### config.mk
export PLATFORM = sky130hd
export DESIGN_NAME = pipe_hz_ctrl
export DESIGN_NICKNAME = d
export VERILOG_FILES = /design/src/rtl/pipe_hz_pkg.sv /design/src/rtl/hz_bypass_sel.sv /design/src/rtl/hz_stall_detect.sv /design/src/rtl/hz_branch_resolve.sv /design/src/rtl/pipe_hz_ctrl.sv
export SDC_FILE = /design/constraint.sdc
export NUM_CORES = 1
export LEC_CHECK = 0
export ABC_AREA = 1
export BUFFER_PORTS_ARGS = -buffer_cell sky130_fd_sc_hd__buf_4
export CAP_MARGIN = 20
export CORE_MARGIN = 4
export CORE_UTILIZATION = 40
export DETAILED_ROUTE_END_ITERATION = 7
export GPL_TIMING_DRIVEN = 0
export PLACE_DENSITY = 0.85
export SLEW_MARGIN = 20
export SYNTH_ARGS = -nofsm -noshare
export SYNTH_HDL_FRONTEND = slang
export SYNTH_HIERARCHICAL = 1
export SYNTH_SLANG_ARGS = --single-unit
### constraint.sdc
create_clock -name vclk -period 1.2
set_input_delay 0.18 -clock vclk [all_inputs]
set_output_delay 0.18 -clock vclk [all_outputs]
set_load 0.01 [all_outputs]
### src/rtl/pipe_hz_pkg.sv
package pipe_hz_pkg;
  // operand source encoding for the execute-stage ALU inputs
  typedef enum logic [1:0] {
    SRC_RF  = 2'b00,
    SRC_WB  = 2'b01,
    SRC_MEM = 2'b10
  } src_sel_e;

  localparam int unsigned NUM_ALU_OPS = 2;
endpackage

### src/rtl/hz_bypass_sel.sv
module hz_bypass_sel
  import pipe_hz_pkg::*;
#(
  parameter int unsigned AW = 5
) (
  input  logic [AW-1:0] src,
  input  logic [AW-1:0] mem_rd,
  input  logic          mem_we,
  input  logic [AW-1:0] wb_rd,
  input  logic          wb_we,
  output src_sel_e      sel
);
  localparam logic [AW-1:0] ZERO_REG = '0;

  logic mem_hit, wb_hit;

  assign mem_hit = mem_we && (mem_rd != ZERO_REG) && (mem_rd == src);
  assign wb_hit  = wb_we  && (wb_rd  != ZERO_REG) && (wb_rd  == src);

  // younger producer first
  always_comb begin
    if (mem_hit)     sel = SRC_MEM;
    else if (wb_hit) sel = SRC_WB;
    else             sel = SRC_RF;
  end
endmodule

### src/rtl/hz_stall_detect.sv
module hz_stall_detect #(
  parameter int unsigned AW = 5
) (
  input  logic [AW-1:0] id_rs1,
  input  logic [AW-1:0] id_rs2,
  input  logic          id_rd1_en,
  input  logic          id_rd2_en,
  input  logic          id_is_branch,
  input  logic [AW-1:0] ex_rd,
  input  logic          ex_we,
  input  logic          ex_is_load,
  input  logic [AW-1:0] mem_rd,
  input  logic          mem_we,
  input  logic          mem_is_load,
  output logic          stall,
  output logic          br_use_mem
);
  localparam logic [AW-1:0] ZERO_REG = '0;

  logic ex_writes, mem_writes;
  logic ex_hit1, ex_hit2, mem_hit1;
  logic load_use, br_wait;

  assign ex_writes  = ex_we  && (ex_rd  != ZERO_REG);
  assign mem_writes = mem_we && (mem_rd != ZERO_REG);

  assign ex_hit1  = ex_writes  && (ex_rd  == id_rs1);
  assign ex_hit2  = ex_writes  && (ex_rd  == id_rs2);
  assign mem_hit1 = mem_writes && (mem_rd == id_rs1);

  // load result is not ready until the end of the memory stage
  assign load_use = ex_is_load && ((id_rd1_en && ex_hit1) || (id_rd2_en && ex_hit2));

  // decode-stage zero test sees neither the execute result nor a pending load
  assign br_wait = id_is_branch && (ex_hit1 || (mem_hit1 && mem_is_load));

  assign stall      = load_use || br_wait;
  assign br_use_mem = id_is_branch && mem_hit1 && !mem_is_load;
endmodule

### src/rtl/hz_branch_resolve.sv
module hz_branch_resolve (
  input  logic id_is_branch,
  input  logic id_br_ne,
  input  logic id_zero,
  input  logic stall,
  output logic redirect,
  output logic flush
);
  logic cond_met;

  assign cond_met = id_br_ne ? !id_zero : id_zero;

  // a stalled branch re-evaluates next cycle with valid operands
  always_comb begin
    redirect = id_is_branch && cond_met && !stall;
    flush    = redirect;
  end
endmodule

### src/rtl/pipe_hz_ctrl.sv
module pipe_hz_ctrl
  import pipe_hz_pkg::*;
#(
  parameter int unsigned AW = 5
) (
  input  logic          clk,
  input  logic          rst,
  input  logic [AW-1:0] id_rs1,
  input  logic [AW-1:0] id_rs2,
  input  logic          id_rd1_en,
  input  logic          id_rd2_en,
  input  logic          id_is_branch,
  input  logic          id_br_ne,
  input  logic          id_zero,
  input  logic [AW-1:0] ex_rs1,
  input  logic [AW-1:0] ex_rs2,
  input  logic [AW-1:0] ex_rd,
  input  logic          ex_we,
  input  logic          ex_is_load,
  input  logic [AW-1:0] mem_rd,
  input  logic          mem_we,
  input  logic          mem_is_load,
  input  logic [AW-1:0] wb_rd,
  input  logic          wb_we,
  output logic [1:0]    fwd_a,
  output logic [1:0]    fwd_b,
  output logic          br_fwd_mem,
  output logic          pc_hold,
  output logic          ifid_hold,
  output logic          idex_bubble,
  output logic          ifid_flush,
  output logic          pc_redirect
);
  logic [AW-1:0] op_src [NUM_ALU_OPS];
  src_sel_e      op_sel [NUM_ALU_OPS];
  logic          stall;
  logic          redirect, flush;

  assign op_src[0] = ex_rs1;
  assign op_src[1] = ex_rs2;

  for (genvar g = 0; g < NUM_ALU_OPS; g++) begin : g_op
    hz_bypass_sel #(.AW(AW)) u_sel (
      .src    (op_src[g]),
      .mem_rd (mem_rd),
      .mem_we (mem_we),
      .wb_rd  (wb_rd),
      .wb_we  (wb_we),
      .sel    (op_sel[g])
    );
  end

  assign fwd_a = op_sel[0];
  assign fwd_b = op_sel[1];

  hz_stall_detect #(.AW(AW)) u_stall (
    .id_rs1       (id_rs1),
    .id_rs2       (id_rs2),
    .id_rd1_en    (id_rd1_en),
    .id_rd2_en    (id_rd2_en),
    .id_is_branch (id_is_branch),
    .ex_rd        (ex_rd),
    .ex_we        (ex_we),
    .ex_is_load   (ex_is_load),
    .mem_rd       (mem_rd),
    .mem_we       (mem_we),
    .mem_is_load  (mem_is_load),
    .stall        (stall),
    .br_use_mem   (br_fwd_mem)
  );

  hz_branch_resolve u_br (
    .id_is_branch (id_is_branch),
    .id_br_ne     (id_br_ne),
    .id_zero      (id_zero),
    .stall        (stall),
    .redirect     (redirect),
    .flush        (flush)
  );

  assign pc_hold     = stall;
  assign ifid_hold   = stall;
  assign idex_bubble = stall;
  assign ifid_flush  = flush;
  assign pc_redirect = redirect;

  // the memory-stage result wins over write-back for the same source
  p_mem_first_r3: assert property (@(posedge clk) disable iff (rst)
    (mem_we && mem_rd != '0 && mem_rd == ex_rs1) |-> (fwd_a == 2'b10));

  // register 0 is never bypassed
  p_zero_reg_r4: assert property (@(posedge clk) disable iff (rst)
    (ex_rs2 == '0) |-> (fwd_b == 2'b00));

  // load followed by an enabled consumer inserts a bubble
  p_load_use_r5: assert property (@(posedge clk) disable iff (rst)
    (ex_is_load && ex_we && ex_rd != '0 && id_rd1_en && id_rs1 == ex_rd) |-> idex_bubble);

  // branch operand still in execute forces a hold
  p_br_ex_wait_r6: assert property (@(posedge clk) disable iff (rst)
    (id_is_branch && ex_we && ex_rd != '0 && ex_rd == id_rs1) |-> pc_hold);

  // no redirect while the front end is held
  p_hold_no_redir_r10: assert property (@(posedge clk) disable iff (rst)
    pc_hold |-> (!pc_redirect && !ifid_flush));
endmodule

## Word level (Yosys, flattened, before mapping)

Index checks and enable logic that the tools add are counted.

| cells by class | value |
|---|---|
| $mul | 0 |
| order comparisons | 0 |
| bitwise logic cells | 0 |
| shift operators | 0 |
| $add $sub $neg | 0 |
| muxes and demuxes | 5 |
| reduce and logical (&&, ||, !) cells | 28 |
| divide/modulo/power cells | 0 |
| eq/ne operators | 7 |

Operators with widths:

| cell | count |
|---|---|
| $eq A5 B5 Y1 | 7 |
| $logic_and A1 B1 Y1 | 19 |
| $reduce_bool A5 Y1 | 3 |
| $mux W2 | 2 |
| $logic_not A1 Y1 | 3 |
| $logic_or A1 B1 Y1 | 3 |
| $mux W1 | 3 |

| word-level totals | value |
|---|---|
| ROM bits | 0 |
| logic and storage cells | 40 |
| register bits | 0 |
| latch bits | 0 |
| memory bits (writable) | 0 |
| memories | 0 |

## Longest topological paths before layout

Gate-level depths: netlist of the first run.

| logic depth | value |
|---|---|
| word-level depth | 9 |
| gate-level depth with buffers | 14 |

## By module

Netlist of the first run, hierarchy kept.

Modules (own cells, without submodules):

| module | cells an instance | area each (µm²) | instances |
|---|---|---|---|
| hz_bypass_sel | 51 | 221.5 | 2 |
| hz_stall_detect | 78 | 345.3 | 1 |
| hz_branch_resolve | 9 | 40.0 | 1 |
| pipe_hz_ctrl | 2 | 15.0 | 1 |

## Worst setup path before layout of the first run

Ideal clock, no wire load.

| path | value |
|---|---|
| path kind | input -> output |
| from | input port ex_rd[3] |
| to | output port pc_redirect |
| slack | -0.209 ns |
| required time | 1.020 ns |
| path buffers | 1 |
| data arrival time | 1.229 ns |
| cell stages on the path | 12 |
| cells stage by stage | inv_1 > nand3_1 > o21ai_0 > inv_1 > nand3_1 > nand2_1 > nand2_1 > nand2_1 > inv_1 > nand2_1 > nor2_2 > buf_4 |

| between the ends | value |
|---|---|
| word-level cells in the longest chain between the ends | 9 |

Ends and longest elaborated chain:

| element | line | source |
|---|---|---|
| from (decl) | pipe_hz_ctrl.sv:17 | `input logic [AW-1:0] ex_rd,` |
| $reduce_bool A5 Y1 | hz_stall_detect.sv:24 | `assign ex_writes = ex_we && (ex_rd != ZERO_REG);` |
| $logic_and A1 B1 Y1 | hz_stall_detect.sv:24 |  |
| $logic_and A1 B1 Y1 (on tied branches) | hz_stall_detect.sv:27, hz_stall_detect.sv:28 |  |
| $logic_and A1 B1 Y1 | hz_stall_detect.sv:32 | `assign load_use = ex_is_load && ((id_rd1_en && ex_hit1) \|\| (id_rd2_en && ex_hit2));` |
| $logic_or A1 B1 Y1 | hz_stall_detect.sv:32 |  |
| $logic_and A1 B1 Y1 | hz_stall_detect.sv:32 |  |
| $logic_or A1 B1 Y1 * | hz_stall_detect.sv:37 | `assign stall = load_use \|\| br_wait;` |
| via idex_bubble | pipe_hz_ctrl.sv:30 | `output logic idex_bubble,` |
| $logic_not A1 Y1 * | hz_branch_resolve.sv:15 | `redirect = id_is_branch && cond_met && !stall;` |
| $logic_and A1 B1 Y1 * | hz_branch_resolve.sv:15 |  |
| to (decl) | pipe_hz_ctrl.sv:32 | `output logic pc_redirect` |

The timed path passes the listed nets; every way through them passes the cells marked *.

## Final worst setup path of the first run

| path | value |
|---|---|
| from | input port ex_rd[3] |
| to | output port pc_redirect |

| between the ends | value |
|---|---|
| word-level cells in the longest chain between the ends | 9 |

Ends and longest elaborated chain:

| element | line |
|---|---|
| $reduce_bool A5 Y1 | hz_stall_detect.sv:24 |
| $logic_and A1 B1 Y1 | hz_stall_detect.sv:24 |
| $logic_and A1 B1 Y1 (on tied branches) | hz_stall_detect.sv:27, hz_stall_detect.sv:28 |
| $logic_and A1 B1 Y1 | hz_stall_detect.sv:32 |
| $logic_or A1 B1 Y1 | hz_stall_detect.sv:32 |
| $logic_and A1 B1 Y1 | hz_stall_detect.sv:32 |
| $logic_or A1 B1 Y1 * | hz_stall_detect.sv:37 |
| $logic_not A1 Y1 * | hz_branch_resolve.sv:15 |
| $logic_and A1 B1 Y1 * | hz_branch_resolve.sv:15 |

Every way passes the cells marked *; elsewhere a longest branch is shown, timed or not.

==> qor.csv, run 1 <==
metric,value,unit
outcome,"complete, but fails checks",
violations,negative setup slack,
period_share,127,%
p_total,478,µW
drv_cap,0,
antenna_left,0,
leakagePower,0.910,nW
power.density,312,mW/mm²
synth_top_cell_area_share,34.7,%
synth_fp_nets,238,
max_freq,0.658,GHz
num-clock-buffers,0,
post-place-cells,273,
crit_start,ex_rd[3],
grt_max_degree,9,
drt_iter0_drc,14,
antennaDiodeCount,0,
nNetsFinal,301,
p_seq_share,0,%
crit_arrival,1340,ps
maxSlewHeadroom,86.3,%
post-route-min-period,1520,ps
start_util,42.6,%
critPathMaxStageDelay,160,ps
rsz0062_at_grt,yes,
slowest_stage,o21ai_2,
finalNonFillerCells,279,
min-delay-start,mem_is_load,
critical_path_class,in2out,
grt_overflow_total,0,
io_pins,57,
die_w,53.9,µm
vias,1333,
hold_path_class,in2out,
ir_drop,0.201,mV
sw_frac_of_total,48.9,%
p_clk_share,0,%
critPathBufInv,6,
cp_max_fo,3,
tightest_slew,204,ps
yosys_warnings,6,
p_sw,234,µW
vias_per_cell,4.78,
die_area,0.00291,mm²
grt_pass1_wl,4.57,mm
seq_cells,0,
hold_viol,0,
cp-end-kind,output port,
power.internal,244,µW
dp_hpwl,2.19,mm
avgSynthCellArea,4.42,µm²
dieHeight,53.9,µm
combinationalPowerShare,100.0,%
gp_congestion,0.816,
layout.area.seq,0,µm²
drive_above_1_share,47.2,%
synth_area_leaders,"nand2_1 (35%), inv_1 (18%), nor2_1 (8.0%), nand3_1 (7.1%), o21ai_0 (5.3%)",
slew_viol_final,0,
start_kind,input port,
setup_violations,6,
first_global_vias,1259,
cpLargestDelayFamily,simple AND/OR/NAND/NOR gates,
yosys.area.top_type,nand2_1,
antenna_found_initial,0,
crit_required,1020,ps
first_pass_iters,4,
wirelength,3.08,mm
synth_cells,191,
whs_endpoint,br_fwd_mem,
grt_usage,20.3,%
num_rows,16,
cp_cell_sequence,buf_8 > inv_12 > nand3_2 > o21ai_2 > inv_2 > nand3_1 > nand2_1 > nand2_1 > nand2_2 > inv_2 > nand2_2 > nor2_4 > buf_6 > buf_6,
yosysSeqAreaShare,0,%
area_growth,81.8,%
netlist_area,843,µm²
setup_slack,-319,ps
drc,0,
synth_cell_types,17,
port_buffers,55,
core_area,0.00198,mm²
whs_path_depth,3,
wl_per_cell,11.0,µm
==> cells in the mapped netlist (all sizes together) <==
library cell,count
xor2,5
clkinv,1
nor3b,1
o21ai,9
o211ai,1
inv,45
nor2,24
nand3,13
a21oi,2
a21boi,2
buf,5
nand2,80
nand4,3
==> cell families after synthesis <==
| kind of cell | synth area share, % |
|---|---|
| xor+xnor | 5.19 |
| simple gates | 60.7 |
| compound gates | 9.20 |
| buf+inv | 24.9 |
==> cells in the final DEF (no fill, tap or decap), types with 3 or more instances in the layout <==
master and count:
inv_1 25, o21ai_0 6, nand3_2 3, nand2_2 15, inv_2 16, nor2_2 7
buf_6 14, nand2_1 65, nand4_1 3, buf_4 47, nor2_1 15, xor2_1 5
buf_8 5, nand3_1 9
==> stage by stage <==
| stage | area (µm²) | setup slack (ps) | TNS (ps) | util [%] | hold WS, ps |
|---|---|---|---|---|---|
| 5_1_grt | 1530 | -403 | -2120 | 77.3 | 640 |
| 3_5_place_dp | 1320 | -343 | -1020 | 66.4 | 624 |
| 3_3_place_gp | 1320 | -323 | -877 | 66.4 | 615 |
| 2_1_floorplan | 870 | -86.7 | -86.7 | - | 393 |
| 4_1_cts | 1450 | -251 | -1180 | 73.3 | 623 |
| 6_report | 1530 | -319 | -1480 | 77.3 | 624 |
==> layer usage <==
metal	up-vias	share of wire [%]	global-route usage, %
li1	685	-	-
met1	589	36	21.6
met2	51	53	41.3
met3	8	8.2	1.66
met4	0	2.2	5.11
met5	-	0	0
==> power by group through the flow <==
| stage | logic (mW) | registers (mW) | clock network [mW] |
|---|---|---|---|
| global route | 0.527 | 0 | 0 |
| floorplan | 0.184 | 0 | 0 |
| finish | 0.478 | 0 | 0 |
| global placement | 0.378 | 0 | 0 |
| detailed placement | 0.385 | 0 | 0 |
| CTS | 0.436 | 0 | 0 |
==> how the worst max path moves through the flow <==
stage	end	slack (ps)	cells past startpoint
after floorplan	pc_redirect	-90	12
after global routing	pc_redirect	-400	14
final	pc_redirect	-320	14
after CTS	pc_redirect	-250	12
after detailed placement	pc_redirect	-340	13
after global placement	pc_redirect	-320	13
==> layout make-up <==
type,instances,area [µm²]
well taps,27,33.8
inverters,46,196
plain buffers,5,41.3
multi-input cells,140,717
repair buffers,61,544
fillers,164,449
==> repair_timing <==
| action | in CTS | in global routing |
|---|---|---|
| gates resized for setup | 29 | 33 |
| endpoints found under the setup margin | 6 | 10 |
| setup buffers | 7 | 1 |
| hold buffers | 0 | 0 |
| pin swaps | 22 | 19 |
Power figures use the tool's default switching activity.
==> inputs of run 2 (changes only) <==
--- a/config.mk
+++ b/config.mk
@@ -9,11 +9,10 @@
 export BUFFER_PORTS_ARGS = -buffer_cell sky130_fd_sc_hd__buf_4
 export CAP_MARGIN = 20
 export CORE_MARGIN = 4
-export CORE_UTILIZATION = 40
+export CORE_UTILIZATION = 35
 export DETAILED_ROUTE_END_ITERATION = 7
 export GPL_TIMING_DRIVEN = 0
-export PLACE_DENSITY = 0.85
-export SLEW_MARGIN = 20
+export PLACE_DENSITY = 0.76
 export SYNTH_ARGS = -nofsm -noshare
 export SYNTH_HDL_FRONTEND = slang
 export SYNTH_HIERARCHICAL = 1
==> constraint.sdc (replaced) <==
create_clock -name vclk -period 1.2
set_input_delay 0.18 -clock vclk [all_inputs]
set_output_delay 0.18 -clock vclk [all_outputs]
set_load 0.005 [all_outputs]
==> qor.csv, run 2 (synthesis gave the netlist of run 1 again) <==
metric,value,unit,change
power.density,307,mW/mm²,-1.6%
start_util,37.4,%,-5.1 points
outcome,"complete, but fails checks",,
drive_above_1_share,48.2,%,+1.0 points
cp_max_fo,2,,-1
core_area,0.00225,mm²,+14%
fill_cells,219,,+34%
slew_viol_final,0,,unchanged
fin_util,68.5,%,-8.8 points
antenna_found_initial,0,,unchanged
dieHeight,57.1,µm,+5.9%
final_area,0.00155,mm²,+0.82%
ctsHoldBuffers,0,,unchanged
whs_path_depth,3,,unchanged
multi_input_area,714,µm²,-0.35%
grt_usage,15.9,%,-4.4 points
period_share,127,%,+0.51 points
first_pass_iters,4,,unchanged
cp-end-kind,output port,,
finalNonFillerCells,283,,+1.4%
layout_common_cells,"nand2_1 (64), buf_4 (52), inv_1 (26)",,
port_buffers,55,,unchanged
area_growth,83.2,%,
antenna_left,0,,unchanged
hold_viol,0,,unchanged
num_rows,17,,+1
setup_slack,-325,ps,-6.17 ps
antennaDiodeCount,0,,unchanged
violations,negative setup slack,,
min-delay-start,mem_is_load,,
crit_required,1020,ps,about the same
rsz0062_at_grt,yes,,
grt_pass1_wl,4.43,mm,-3.0%
placed_cell_area,0.00132,mm²,about the same
vias_per_cell,4.48,,-6.2%
critical_path_class,in2out,,
die_w,57.1,µm,+5.9%
wl_per_cell,10.2,µm,-7.2%
ir_drop,0.177,mV,-12%
drc,0,,unchanged
start_kind,input port,,
whs_endpoint,br_fwd_mem,,
drv_cap,0,,unchanged
wirelength,2.90,mm,-5.9%
nNetsFinal,304,,+1.0%
first_global_vias,1133,,-10%
drt_iter0_drc,19,,+5
post-place-cells,274,,+0.37%
crit_arrival,1340,ps,about the same
num-clock-buffers,0,,unchanged
max_freq,0.656,GHz,-0.40%
crit_start,mem_rd[1],,
leakagePower,0.923,nW,+1.4%
grt_overflow_total,0,,unchanged
post-route-min-period,1520,ps,+6.17 ps
layout.area.seq,0,µm²,unchanged
gp_congestion,0.795,,-2.5%
tightest_slew,209,ps,+4.98 ps
vias,1268,,-4.9%
timing.hold.ws,613,ps,-11.7 ps
hold_path_class,in2out,,
dp_hpwl,2.21,mm,+0.91%
seq_cells,0,,unchanged
grt_max_degree,9,,unchanged
maxSlewHeadroom,86.0,%,-0.33 points
layout_commonest_cell,nand2_1,,
io_pins,57,,unchanged
setup_violations,8,,+2
die_area,0.00326,mm²,+12%
## run 2: cell types whose count changed in the layout (fill, tap and decap cells not counted), sizes merged
cell / previous run / this run
buf: 66 / 69
## run 2: critical path, stage by stage
cell and delay (ps):
buf_8 100, xor2_1 150, nor2_1 180, nand4_1 150, nand2_2 100, nand2_2 60, nand2_2 80, inv_2 40
nand2_2 70, nor2_4 40, buf_6 100, buf_6 100
## run 2: routing by layer
layer	track usage (%)	vias up	wire length, µm
met5	0	-	0
li1	-	694	-
met1	19.6	532	1220
met4	0.662	0	0
met3	1.81	0	220
met2	30.7	42	1450
## run 2: cell type report
class	instances	share of cell area, %
inverter	46	12.9
buffer	5	2.67
multi-input combinational	140	46.2
tap	28	2.27
timing repair buffer	64	36.0
## run 2: power by group
part           leakage (nW)  internal, mW  switching (mW)
registers                 0             0               0
clock network             0             0               0
logic                 0.923         0.248           0.226
## run 2: repair_timing
item	4_1_cts	5_1_grt
endpoints found under the setup margin	6	10
pin swaps	28	21
buffers inserted	9	3
gates resized for setup	25	35
## run 2: worst max path at each step
| stage | endpoint | slack, ps | cells past startpoint |
|---|---|---|---|
| final | pc_redirect | -320 | 12 |
| after global routing | pc_redirect | -380 | 16 |
| after CTS | pc_redirect | -260 | 12 |
| after detailed placement | pc_redirect | -350 | 13 |
| after global placement | pc_redirect | -320 | 13 |
| after floorplan | pc_redirect | -2 | 12 |
## run 2: per-stage QoR
step / TNS, ps / power, mW / worst slack [ps]
after detailed placement: -999 / 0.381 / -347
final: -1440 / 0.474 / -325
after CTS: -1050 / 0.425 / -259
after global routing: -1960 / 0.519 / -376
after floorplan: -1.74 / 0.180 / -1.74
after global placement: -846 / 0.377 / -317
==> inputs of run 3 (changes only) <==
--- a/config.mk
+++ b/config.mk
@@ -12,8 +12,7 @@
 export CORE_UTILIZATION = 35
 export DETAILED_ROUTE_END_ITERATION = 7
 export GPL_TIMING_DRIVEN = 0
-export PLACE_DENSITY = 0.76
+export PLACE_DENSITY = 0.83
 export SYNTH_ARGS = -nofsm -noshare
 export SYNTH_HDL_FRONTEND = slang
-export SYNTH_HIERARCHICAL = 1
 export SYNTH_SLANG_ARGS = --single-unit
==> qor.csv, run 3 <==
metric,value,unit,change
crit_arrival,1300,ps,-40 ps
slew_viol_final,0,,unchanged
synth_cells,110,,-42%
synth_top_cell_area_share,21.9,%,-13 points
p_clk_share,0,%,unchanged
num_rows,15,,-2
hold_viol,0,,unchanged
tightest_slew,356,ps,+146 ps
routedLengthMet1,1.07,mm,-13%
wirelength,3.09,mm,+6.6%
slowest_stage,xnor2_4,,
drive_above_1_share,62.1,%,+14 points
cp_cell_sequence,buf_12 > xnor2_4 > nand2_2 > nor2_2 > nand4_1 > nand2_1 > nand2_1 > nand2_2 > nor2_4 > buf_6 > buf_6,,
rsz0062_at_grt,yes,,
num-clock-buffers,0,,unchanged
cp-end-kind,output port,,
p_total,509,µW,+7.2%
outcome,"complete, but fails checks",,
dieHeight,50.8,µm,-11%
first_pass_iters,4,,unchanged
dp_hpwl,1.99,mm,-10%
layout_common_cells,"buf_4 (39), buf_6 (17), nand2_1 (16)",,
fill_cells,95,,-57%
antenna_found_initial,0,,unchanged
die_w,50.8,µm,-11%
vias,960,,-24%
antenna_left,0,,unchanged
post-route-min-period,1480,ps,-43.3 ps
wl_met3,139,µm,-37%
wl_per_cell,15.9,µm,+56%
layout.area.seq,0,µm²,unchanged
grt_overflow_total,0,,unchanged
yosys.area.top_type,xor2_1,,
yosys_warnings,0,,-6
p_seq_share,0,%,unchanged
yosys-top-cells-count,"nand2_1 (22), xor2_1 (16), inv_1 (14), nor2_1 (14), xnor2_1 (12)",,
seq_cells,0,,unchanged
violations,negative setup slack,,
synth_fp_nets,157,,-34%
io_pins,57,,unchanged
start_util,37.1,%,-0.30 points
drt_iter0_drc,12,,-7
cp_max_fo,4,,+2
critical_path_class,in2out,,
p_sw,227,µW,+0.30%
wl_met2,1.73,mm,+19%
finalSetupTns,-1340,ps,+103 ps
ctsHoldBuffers,0,,unchanged
period_share,123,%,-3.6 points
area_growth,127,%,
synth_cell_types,18,,+1
netlist_area,641,µm²,-24%
avgSynthCellArea,5.82,µm²,+32%
synth_area_leaders,"xor2_1 (22%), xnor2_1 (16%), nand2_1 (13%), inv_1 (8.2%), nor2_1 (8.2%)",,
die_area,0.00258,mm²,-21%
hold_path_class,in2out,,
power.density,350,mW/mm²,+14%
setup_violations,9,,+1
crit_start,id_rs1[0],,
yosysSeqAreaShare,0,%,unchanged
ir_drop,0.250,mV,+41%
drv_cap,0,,unchanged
grt_pass1_wl,4.33,mm,-2.2%
maxSlewHeadroom,76.0,%,-10 points
sw_frac_of_total,44.6,%,-3.1 points
gp_congestion,0.803,,+1.0%
grt_usage,21.5,%,+5.6 points
whs_path_depth,3,,unchanged
crit_required,1020,ps,about the same
port_buffers,55,,unchanged
critPathMaxStageDelay,160,ps,-20 ps
combinationalPowerShare,100.0,%,about the same
layout_commonest_cell,buf_4,,
max_freq,0.675,GHz,+2.9%
leakagePower,0.715,nW,-23%
first_global_vias,1004,,-11%
antennaDiodeCount,0,,unchanged
power.internal,282,µW,+14%
drc,0,,unchanged
nNetsFinal,218,,-28%
setup_slack,-282,ps,+43.3 ps
final_area,0.00146,mm²,-5.8%
critPathCapture,pc_redirect,,
placed_cell_area,0.00108,mm²,-18%
grt_max_degree,6,,-3
top_layer_used,met4,,
core_area,0.00173,mm²,-23%
synth_most_common_cell,nand2_1,,
vias_per_cell,4.95,,+10%
start_kind,input port,,
## run 3: changes by cell type after synthesis, sizes merged, moves of 2 or more
cell    previous run  this run
nor3               0         5
xor2               5        16
inv               45        15
nor4               0         2
o21ai              9         2
a21boi             2         0
nand2             80        24
nand3             13         8
nor2              24        15
xnor2              0        12
## run 3: through the flow
| stage | worst slack (ps) | util (%) | cells | hold WS (ps) |
|---|---|---|---|---|
| 2_1_floorplan | 38.6 | - | 110 | 396 |
| 3_5_place_dp | -316 | 62.8 | 190 | 611 |
| 6_report | -282 | 84.3 | 194 | 605 |
| 3_3_place_gp | -254 | 62.8 | 190 | 607 |
| 5_1_grt | -348 | 84.3 | 194 | 615 |
| 4_1_cts | -243 | 76.5 | 194 | 611 |
## run 3: area by class of cell
| cell class | instances | area [µm²] | share of cell area (%) |
|---|---|---|---|
| Timing Repair Buffer | 59 | 569 | 39.1 |
| Buffer | 5 | 45.0 | 3.10 |
| Multi-Input combinational cell | 90 | 746 | 51.2 |
| Inverter | 15 | 63.8 | 4.39 |
| Tap cell | 25 | 31.3 | 2.15 |
## run 3: power groups by stage
stage	combinational [mW]	sequential, mW	clock, mW
2_1_floorplan	0.149	0	0
3_3_place_gp	0.328	0	0
3_5_place_dp	0.343	0	0
4_1_cts	0.434	0	0
5_1_grt	0.542	0	0
6_report	0.509	0	0
## run 3: per-layer routing
layer	vias up	GRT usage (%)
met5	-	0
met4	0	8.52
met3	12	3.56
met2	34	43.0
met1	457	21.5
li1	457	-
## run 3: logic make-up after synthesis
family | after synthesis | share of synthesized area [%]
AND/OR/NAND/NOR | 58 | 43.6
XOR/XNOR | 28 | 38.3
AO/OA/AOI/OAI | 4 | 3.52
buffers and inverters | 20 | 14.6
## run 3: repair_timing
action                                  in CTS  in global routing
setup buffers                                4                  0
pin swaps                                   33                 19
endpoints found under the setup margin      10                 10
gates resized for setup                     46                 34
## run 3: worst max-delay path: cells and delay by family
family	cells	cell delay [ps]
and+or+nand+nor	7	620
buffers and inverters	3	330
xor gates and xnor gates	1	160
## run 3: worst min-delay path by stage
stage / from / endpoint / slack, ps
finish: mem_is_load / br_fwd_mem / 610
global route: mem_is_load / br_fwd_mem / 610
CTS: mem_is_load / br_fwd_mem / 610
detailed placement: mem_is_load / br_fwd_mem / 610
global placement: mem_is_load / br_fwd_mem / 610
floorplan: mem_is_load / br_fwd_mem / 400
